`src/rtl/cw_steer_pkg.sv`:
```
package cw_steer_pkg;
  localparam int CW_W  = 21;
  localparam int CNT_W = 12;

  localparam int B_DIR   = 20;
  localparam int B_CLR   = 19;
  localparam int B_EDGE  = 17;
  localparam int B_CHAIN = 16;
  localparam int B_SYNC  = 15;
  localparam int B_XFER  = 13;
  localparam int B_IDLE  = 12;

  typedef enum logic [1:0] {
    XFER_DATA = 2'b00,
    XFER_KEY  = 2'b01,
    XFER_CTRL = 2'b10,
    XFER_MEM  = 2'b11
  } xfer_e;

  typedef struct packed {
    logic             dir;
    logic             clr;
    logic [1:0]       edge_opt;
    logic             chain_en;
    logic             sync_sel;
    xfer_e            xfer;
    logic             idle;
    logic [CNT_W-1:0] cnt;
  } cw_fields_t;
endpackage

```
`src/rtl/cw_reg.sv`:
```
module cw_reg #(
  parameter int          W       = 21,
  parameter logic [W-1:0] RST_VAL = '0
) (
  input  logic         clk,
  input  logic         rst,
  input  logic         load,
  input  logic [W-1:0] d,
  output logic [W-1:0] q
);
  always_ff @(posedge clk) begin
    if (rst)       q <= RST_VAL;
    else if (load) q <= d;
  end
endmodule

```
`src/rtl/cw_field_decode.sv`:
```
module cw_field_decode
  import cw_steer_pkg::*;
(
  input  logic [CW_W-1:0] word,
  output cw_fields_t      f
);
  always_comb begin
    f.dir      = word[B_DIR];
    f.clr      = word[B_CLR];
    f.edge_opt = word[B_EDGE +: 2];
    f.chain_en = word[B_CHAIN];
    f.sync_sel = word[B_SYNC];
    f.xfer     = xfer_e'(word[B_XFER +: 2]);
    f.idle     = word[B_IDLE];
    f.cnt      = word[CNT_W-1:0];
  end
endmodule

```
`src/rtl/lane_mask_gen.sv`:
```
module lane_mask_gen #(
  parameter int BUS_W = 130,
  parameter int USED  = 128
) (
  output logic [BUS_W-1:0] mask
);
  localparam int LOW = BUS_W - USED;
  for (genvar i = 0; i < BUS_W; i++) begin : g_lane
    if (i >= LOW) begin : g_on
      assign mask[i] = 1'b1;
    end else begin : g_off
      assign mask[i] = 1'b0;
    end
  end
endmodule

```
`src/rtl/cw_steer.sv`:
```
module cw_steer
  import cw_steer_pkg::*;
#(
  parameter int               BUS_W    = 130,
  parameter int               DATA_W   = 128,
  parameter int               KEY_W    = 130,
  parameter logic [CW_W-1:0]  RST_WORD = 21'h001000
) (
  input  logic              clk,
  input  logic              rst,
  input  logic              cw_load_i,
  input  logic [CW_W-1:0]   cw_i,
  input  logic [DATA_W-1:0] data_i,
  input  logic [KEY_W-1:0]  key_i,
  input  logic [DATA_W-1:0] mem_i,
  output logic              dir_o,
  output logic [1:0]        edge_opt_o,
  output logic              chain_en_o,
  output logic              sync_o,
  output logic [CNT_W-1:0]  blk_cnt_o,
  output logic [1:0]        xfer_o,
  output logic              clr_o,
  output logic [BUS_W-1:0]  lane_en_o,
  output logic [BUS_W-1:0]  bus_o
);
  logic [CW_W-1:0]  cw_q;
  cw_fields_t       fld;
  logic [BUS_W-1:0] m_data, m_key, m_ctrl;
  logic [BUS_W-1:0] mask_c, src_c;

  cw_reg #(.W(CW_W), .RST_VAL(RST_WORD)) u_reg (
    .clk(clk), .rst(rst), .load(cw_load_i), .d(cw_i), .q(cw_q)
  );

  cw_field_decode u_dec (.word(cw_q), .f(fld));

  lane_mask_gen #(.BUS_W(BUS_W), .USED(DATA_W)) u_m_data (.mask(m_data));
  lane_mask_gen #(.BUS_W(BUS_W), .USED(KEY_W))  u_m_key  (.mask(m_key));
  lane_mask_gen #(.BUS_W(BUS_W), .USED(CW_W))   u_m_ctrl (.mask(m_ctrl));

  always_comb begin
    src_c = '0;
    case (fld.xfer)
      XFER_DATA: begin
        src_c[BUS_W-1 -: DATA_W] = data_i;
        mask_c = m_data;
      end
      XFER_KEY: begin
        src_c[BUS_W-1 -: KEY_W] = key_i;
        mask_c = m_key;
      end
      XFER_CTRL: begin
        src_c[BUS_W-1 -: CW_W] = cw_q;
        mask_c = m_ctrl;
      end
      default: begin
        src_c[BUS_W-1 -: DATA_W] = mem_i;
        mask_c = m_data;
      end
    endcase
    if (fld.clr || fld.idle) mask_c = '0;
  end

  always_ff @(posedge clk) begin
    if (rst) begin
      dir_o      <= 1'b0;
      edge_opt_o <= '0;
      chain_en_o <= 1'b0;
      sync_o     <= 1'b0;
      blk_cnt_o  <= '0;
      xfer_o     <= '0;
      clr_o      <= 1'b0;
      lane_en_o  <= '0;
      bus_o      <= '0;
    end else begin
      dir_o      <= fld.dir;
      edge_opt_o <= fld.edge_opt;
      chain_en_o <= fld.chain_en;
      sync_o     <= fld.sync_sel;
      blk_cnt_o  <= fld.cnt;
      xfer_o     <= fld.xfer;
      clr_o      <= fld.clr;
      lane_en_o  <= mask_c;
      bus_o      <= src_c & mask_c;
    end
  end
endmodule

```
`config.mk`:
```
export PLATFORM = sky130hd
export DESIGN_NAME = cw_steer
export DESIGN_NICKNAME = d
export VERILOG_FILES = /design/src/rtl/cw_steer_pkg.sv /design/src/rtl/cw_reg.sv /design/src/rtl/cw_field_decode.sv /design/src/rtl/lane_mask_gen.sv /design/src/rtl/cw_steer.sv
export SDC_FILE = /design/constraint.sdc
export NUM_CORES = 1
export LEC_CHECK = 0
export CORE_AREA = 4 4 268 270
export DETAILED_ROUTE_END_ITERATION = 6
export DIE_AREA = 0 0 272 274
export PLACE_DENSITY = 0.5
export SLEW_MARGIN = 10
export SYNTH_ARGS = -nofsm -noshare
export SYNTH_HDL_FRONTEND = slang
export SYNTH_HIERARCHICAL = 1
export SYNTH_SLANG_ARGS = --single-unit
export TNS_END_PERCENT = 50
```
`constraint.sdc`:
```
create_clock -name clk -period 3.8 [get_ports clk]
set_input_delay 0.57 -clock clk [delete_from_list [all_inputs] [get_ports clk]]
set_output_delay 0.57 -clock clk [all_outputs]
set_load 0.01 [all_outputs]
```
==> results of run 1 <==
-- state kept, by name, indices dropped and copies added (netlist names) --
name,count
clr_o,1
bus_o,130
edge_opt_o,2
xfer_o,2
dir_o,1
chain_en_o,1
blk_cnt_o,12
sync_o,1
lane_en_o,130
u_reg/q,21
-- Yosys cell counts, types with 19 or more instances --
cell type,n,area [um^2]
buf_4,414,3110
dfxtp_1,301,6030
a22oi_1,258,1940
nor2_1,152,571
nand2_1,128,480
and2_1,107,669
o21ai_0,107,536
a211oi_2,98,1230
clkbuf_1,77,289
buf_2,33,165
a211oi_1,29,218
and3_1,23,144
a21oi_1,21,105
nand2b_1,21,131
mux2i_1,20,200
nor2b_1,19,119
-- per-layer routing --
layer  vias up  share of wire, %
li1       6793                 -
met1      6108                39
met2       486                50
met3        80               8.3
met4         6               3.0
met5         -             0.060
-- stage by stage --
step / std cells / util [%] / hold WS (ns)
global route: 3415 / 34.1 / 0.500
floorplan: 2235 / - / 0.485
CTS: 3414 / 34.1 / 0.482
global placement: 3342 / 32.2 / 0.475
finish: 3416 / 34.1 / 0.482
detailed placement: 3342 / 32.2 / 0.474
-- how the worst max path moves through the flow --
stage | depth (start not counted) | to | start | slack [ns]
after detailed placement | 5 | bus_o[1] | rst | 1.03
after global placement | 5 | bus_o[1] | rst | 1.06
after CTS | 6 | bus_o[0] | u_reg/q[14] | 1.12
after global routing | 6 | bus_o[0] | u_reg/q[14] | 0.97
final | 6 | bus_o[0] | u_reg/q[14] | 1.17
after floorplan | 8 | bus_o[10] | u_reg/q[13] | 2.02
-- critical path: cells and delay by family (launching register included) --
family	cells	cell delay, ns
compound gates	2	0.65
fa+ha+maj	1	0.53
buf+inv	2	0.73
flops	1	0.39
simple gates	1	0.24
-- cell type report --
type                       count  area (um^2)  area share, %
antenna                        2         5.00         0.0211
tap                          940         1180           4.96
multi-input combinational   1382         7980           33.6
timing repair buffer         717         7220           30.4
sequential                   301         6030           25.4
clock inverter                19          201          0.849
inverter                       2         7.51         0.0316
clock buffer                  53         1120           4.72
-- power by group --
group          internal [mW]  total (mW)  leakage, nW  switching (mW)
clock network           2.29        3.77        0.653            1.48
logic                  0.792        1.59         6.07           0.797
registers               3.26        3.30         2.44          0.0439
total                   6.34        8.66         9.17            2.32
-- kinds of logic after synthesis --
group / count (synthesis) / synth area share [%]
AOI/OAI and AO/OA: 517 / 25.1
buffers and inverters: 552 / 23.2
adders and majority gates: 4 / 0.307
and+or+nand+nor: 451 / 13.0
DFF: 301 / 37.0
other: 5 / 0.115
muxes: 20 / 1.23
-- layout by cell type, fill, tap and decap left out, types with 2 or more instances in the layout --
master           Yosys  routed
diode_2              0       2
a211oi_1            29      29
inv_6                0       4
a21oi_1             21      21
buf_12               1       9
nor2b_1             19      19
nor2_1             152     152
nand2_1            128     128
clkdlybuf4s50_1      0     689
buf_4              414      19
ha_4                 0       4
clkbuf_16            0      40
mux2i_1             20      20
a211oi_4             3       3
clkinvlp_4           0       2
and3_1              23      23
bufinv_16            0       3
clkbuf_8             0       7
a211oi_2            98      98
dfxtp_1            301     301
inv_1                2       2
clkbuf_1            77       6
nand2b_1            21      21
clkinv_2             0       9
a22oi_1            258     258
o21ai_0            107     107
conb_1               5     390
and2_1             107     107
==> results.sh, run 1 <==
export IMPL_run_status="finished, final reports clean"
export IMPL_grt_pass1_vias=13582
export IMPL_post_route_min_period_ns=2.63
export IMPL_ctsResizeCount=0
export IMPL_finalHoldViolCount=0
export IMPL_grt_ovfl_total=0
export IMPL_drt_initial_drc_count=632
export IMPL_routed_via_count=13473
export IMPL_cts_setup_buffers=0
export IMPL_worstReg2RegEnd="bus_o[0]"
export IMPL_wl_per_cell_um=18.2
export IMPL_place_hpwl_um=47500
export IMPL_cp_slowest_stage_delay_ns=0.54
export IMPL_leakage_nw=9.17
export IMPL_synth_ff_type="dfxtp_1"
export IMPL_fin_ws_ns=1.17
export IMPL_dp_slack_ns=1.03
export IMPL_fin_crit_sh_pct=69.2
export IMPL_cts_buffers=39
export IMPL_root_buffer="clkbuf_16"
export IMPL_synth_warnings=6
export IMPL_core_area_um2=69500
export IMPL_antenna_found_initial=6
export IMPL_placed_cell_area_um2=22400
export IMPL_vias_per_cell=3.94
export IMPL_met3_usage_pct=5.35
export IMPL_worst_pin_slew_ns=0.949
export IMPL_htree_num_levels=2
export IMPL_postSynthAreaPerCell_um2=8.81
export IMPL_slew_headroom_pct=36.7
export IMPL_critPathSlowestCell="buf_4"
export IMPL_clock_sinks=301
export IMPL_worstHoldStart="u_reg/q[2]"
export IMPL_worstPathCellList="inv_1, ha_4, buf_4, a22oi_1, a211oi_1, and3_1"
export IMPL_ioPinCount=690
export IMPL_arrival_ns=3.12
export IMPL_clock_latency_ns=0.55
export IMPL_worst_r2r_cell_count=6
export IMPL_syn_inst=1850
export IMPL_die_width_um=272
export IMPL_r2r_start="u_reg/q[14]"
export IMPL_yosysSeqAreaShare_pct=37.0
export IMPL_endpoint_kind="register"
export IMPL_grt_usage_pct=15.8
export IMPL_maxCapViolations=0
export IMPL_critical_path_max_fanout=45
export IMPL_critPathLaunchType="register"
export IMPL_drc=0
export IMPL_dr_pass1_iters=5
export IMPL_final_area_um2=23700
export IMPL_power_density_nw_per_um2=365
export IMPL_grt_busiest_layer="met2"
export IMPL_wirelength_um=62100
export IMPL_io_buffer_count=689
export IMPL_synth_cell_types=26
export IMPL_synthArstFlopShare_pct=0
export IMPL_hp_class="register to register"
export IMPL_fmax_mhz=380
export IMPL_postCtsHoldBufs=0
export IMPL_rsz0062_at_grt="no"
export IMPL_critical_path_class="register to register"
export IMPL_setup_viol=0
export IMPL_grt_max_degree=91
export IMPL_finalMaxSlewViolations=0
export IMPL_peakVddDrop_mv=0.247
export IMPL_final_nets=2857
export IMPL_rrSetupSlack_ns=1.17
export IMPL_tritoncts="yes"
export IMPL_netlist_area_um2=16300
export IMPL_power_total_mw=8.66
export IMPL_grt_pass1_wl_um=88800
export IMPL_clockBufferDepth=3
export IMPL_ys_seq_elements=301
export IMPL_layout_drive_gt1_share_pct=8.08
export IMPL_syn2layout_area_growth_pct=45.7
export IMPL_synth_edf_count=0
export IMPL_placementRows=97
export IMPL_required_ns=4.29
export IMPL_place_congestion=0.931
export IMPL_fillCellCount=7200
export IMPL_detail_route_antenna_nets=0
export IMPL_die_area_um2=74500
export IMPL_fin_skew_ns=0.0221
export IMPL_holdPathEnd="blk_cnt_o[2]"
export IMPL_die_y_um=274
export IMPL_start_util_pct=23.4
export IMPL_clk_pin_slew_ns=0.06
export IMPL_use_met2_pct=28.3
export IMPL_tns_ns=0
export IMPL_hold_depth=1
export IMPL_use_met1_pct=17.7
No activity file was read; power rests on OpenSTA's default activity.
==> run 2: changes to the inputs <==
--- a/config.mk
+++ b/config.mk
@@ -8,7 +8,7 @@
 export CORE_AREA = 4 4 268 270
 export DETAILED_ROUTE_END_ITERATION = 6
 export DIE_AREA = 0 0 272 274
-export PLACE_DENSITY = 0.5
+export PLACE_DENSITY = 0.52
 export SLEW_MARGIN = 10
 export SYNTH_ARGS = -nofsm -noshare
 export SYNTH_HDL_FRONTEND = slang
==> constraint.sdc (replaced) <==
create_clock -name clk -period 2.4 [get_ports clk]
set_input_delay 0.36 -clock clk [delete_from_list [all_inputs] [get_ports clk]]
set_output_delay 0.36 -clock clk [all_outputs]
set_load 0.01 [all_outputs]
==> run 2 against run 1 <==
  * Via count increased by 0.77%
  * Cell count increased by 1.0%
  * Routed wire length decreased by 5.3%
  * Power increased by 54%
  * Cell area increased by 1.2%
  * Clock-buffer cell count decreased by 4
  * Utilization increased by 0.40 points
  * Hold slack got worse by 0.060 ns
  * Register-to-register slack got worse by 0.90 ns
  * Sequential power increased by 58%
  * Non-clock buffer count increased by 39
==> results.sh, run 2 (synthesis results as in run 1) <==
export IMPL_run_status="finished, final reports clean"
export IMPL_slew_headroom_pct=50.3
export IMPL_endpoint_kind="primary output"
export IMPL_vias_per_cell=3.94
export IMPL_io_buffer_count=689
export IMPL_finalHoldViolCount=0
export IMPL_grt_pass1_wl_um=84400
export IMPL_clockBufferDepth=3
export IMPL_die_y_um=274
export IMPL_crit_start="bus_o[104]"
export IMPL_place_hpwl_um=46500
export IMPL_power_total_mw=13.3
export IMPL_arrival_ns=1.80
export IMPL_setup_viol=0
export IMPL_met3_usage_pct=4.73
export IMPL_critical_path_class="register to primary output"
export IMPL_drt_initial_drc_count=667
export IMPL_hp_class="primary input to register"
export IMPL_maxCapViolations=0
export IMPL_grt_usage_pct=14.8
export IMPL_fin_skew_ns=0.0264
export IMPL_worstPathCellList="clkdlybuf4s50_1"
export IMPL_htree_num_levels=2
export IMPL_critPathSlowestCell="clkdlybuf4s50_1"
export IMPL_antenna_found_initial=9
export IMPL_drc=0
export IMPL_syn2layout_area_growth_pct=47.4
export IMPL_critical_path_max_fanout=1
export IMPL_wirelength_um=58800
export IMPL_grt_busiest_layer="met2"
export IMPL_root_buffer="clkbuf_16"
export IMPL_power_density_nw_per_um2=555
export IMPL_final_cell_mix="689 x clkdlybuf4s50_1, 390 x conb_1, 301 x dfxtp_1, 258 x a22oi_1, 152 x nor2_1"
export IMPL_rsz0062_at_grt="no"
export IMPL_ctsResizeCount=0
export IMPL_dr_pass1_iters=5
export IMPL_grt_pass1_vias=13694
export IMPL_finalMaxSlewViolations=0
export IMPL_grt_max_degree=90
export IMPL_use_met2_pct=26.3
export IMPL_tns_ns=0
export IMPL_worstHoldStart="cw_i[12]"
export IMPL_worst_pin_slew_ns=0.745
export IMPL_fin_crit_sh_pct=90.0
export IMPL_die_area_um2=74500
export IMPL_critPathBufInv=1
export IMPL_critPathTopFamily="buffers and inverters"
export IMPL_die_width_um=272
export IMPL_peakVddDrop_mv=0.441
export IMPL_clock_sinks=301
export IMPL_core_area_um2=69500
export IMPL_fmax_mhz=463
export IMPL_cp_slowest_stage_delay_ns=0.67
export IMPL_layout_drive_gt1_share_pct=9.22
export IMPL_final_nets=2893
export IMPL_postCtsHoldBufs=0
export IMPL_clock_latency_ns=0.54
export IMPL_tritoncts="yes"
export IMPL_use_met1_pct=16.3
export IMPL_place_congestion=0.978
export IMPL_wl_per_cell_um=17.0
export IMPL_grt_ovfl_total=0
export IMPL_critPathLaunchType="register"
export IMPL_post_route_min_period_ns=2.16
export IMPL_routed_via_count=13577
export IMPL_cts_buffers=36
export IMPL_leakage_nw=9.34
export IMPL_required_ns=2.04
export IMPL_ioPinCount=690
export IMPL_r2r_start="u_reg/q[13]"
export IMPL_clk_pin_slew_ns=0.06
export IMPL_top_regs="bus_o (130), lane_en_o (130), u_reg/q (21)"
export IMPL_detail_route_antenna_nets=0
export IMPL_layout_commonest_cell="clkdlybuf4s50_1"
export IMPL_start_util_pct=23.4
export IMPL_cts_setup_buffers=0
export IMPL_placementRows=97
-- run 2: cell types whose count changed in the layout (fill, tap and decap cells not counted), sizes merged --
cell,delta
clkinv,+1
clkinvlp,-2
clkbuf,-4
inv,-2
diode,+2
buf,+39
-- run 2: path summary, 6_finish.rpt --
kind	end	slack [ns]	cells after the start
worst min register to register	blk_cnt_o[7]	0.48	1
worst min-delay path	u_reg/q[12]	0.42	2
worst max-delay path	bus_o[104]	0.24	1
worst max register to register	bus_o[39]	0.27	6
-- run 2: cell type report --
type / count / area, um^2
Inverter: 2 / 7.51
Sequential cell: 301 / 6030
Clock buffer: 49 / 1010
Multi-Input combinational cell: 1382 / 7980
Tap cell: 940 / 1180
Timing Repair Buffer: 756 / 7620
Fill cell: 7101 / 45500
Antenna cell: 4 / 10.0
Clock inverter: 16 / 178
-- run 2: metal layers --
layer,up-vias,part of all wire (%)
met5,-,0.099
met4,8,3.8
met3,98,8.2
met2,512,49
met1,6091,39
li1,6868,-
-- run 2: stage by stage --
step	utilization, %	worst slack [ns]	area, um^2	hold slack [ns]	cells
2_1_floorplan	-	0.622	17700	0.459	2235
3_3_place_gp	32.8	0.227	22800	0.475	3381
3_5_place_dp	32.8	0.201	22800	0.475	3381
4_1_cts	34.5	0.0994	24000	0.376	3446
5_1_grt	34.5	0.117	24000	0.402	3449
6_report	34.5	0.241	24000	0.422	3450
-- run 2: power by group --
part / total [mW] / switching [mW] / internal, mW / leakage, nW
registers: 5.23 / 0.0695 / 5.16 / 2.44
logic: 2.57 / 1.23 / 1.34 / 6.31
clock network: 5.53 / 2.24 / 3.29 / 0.593
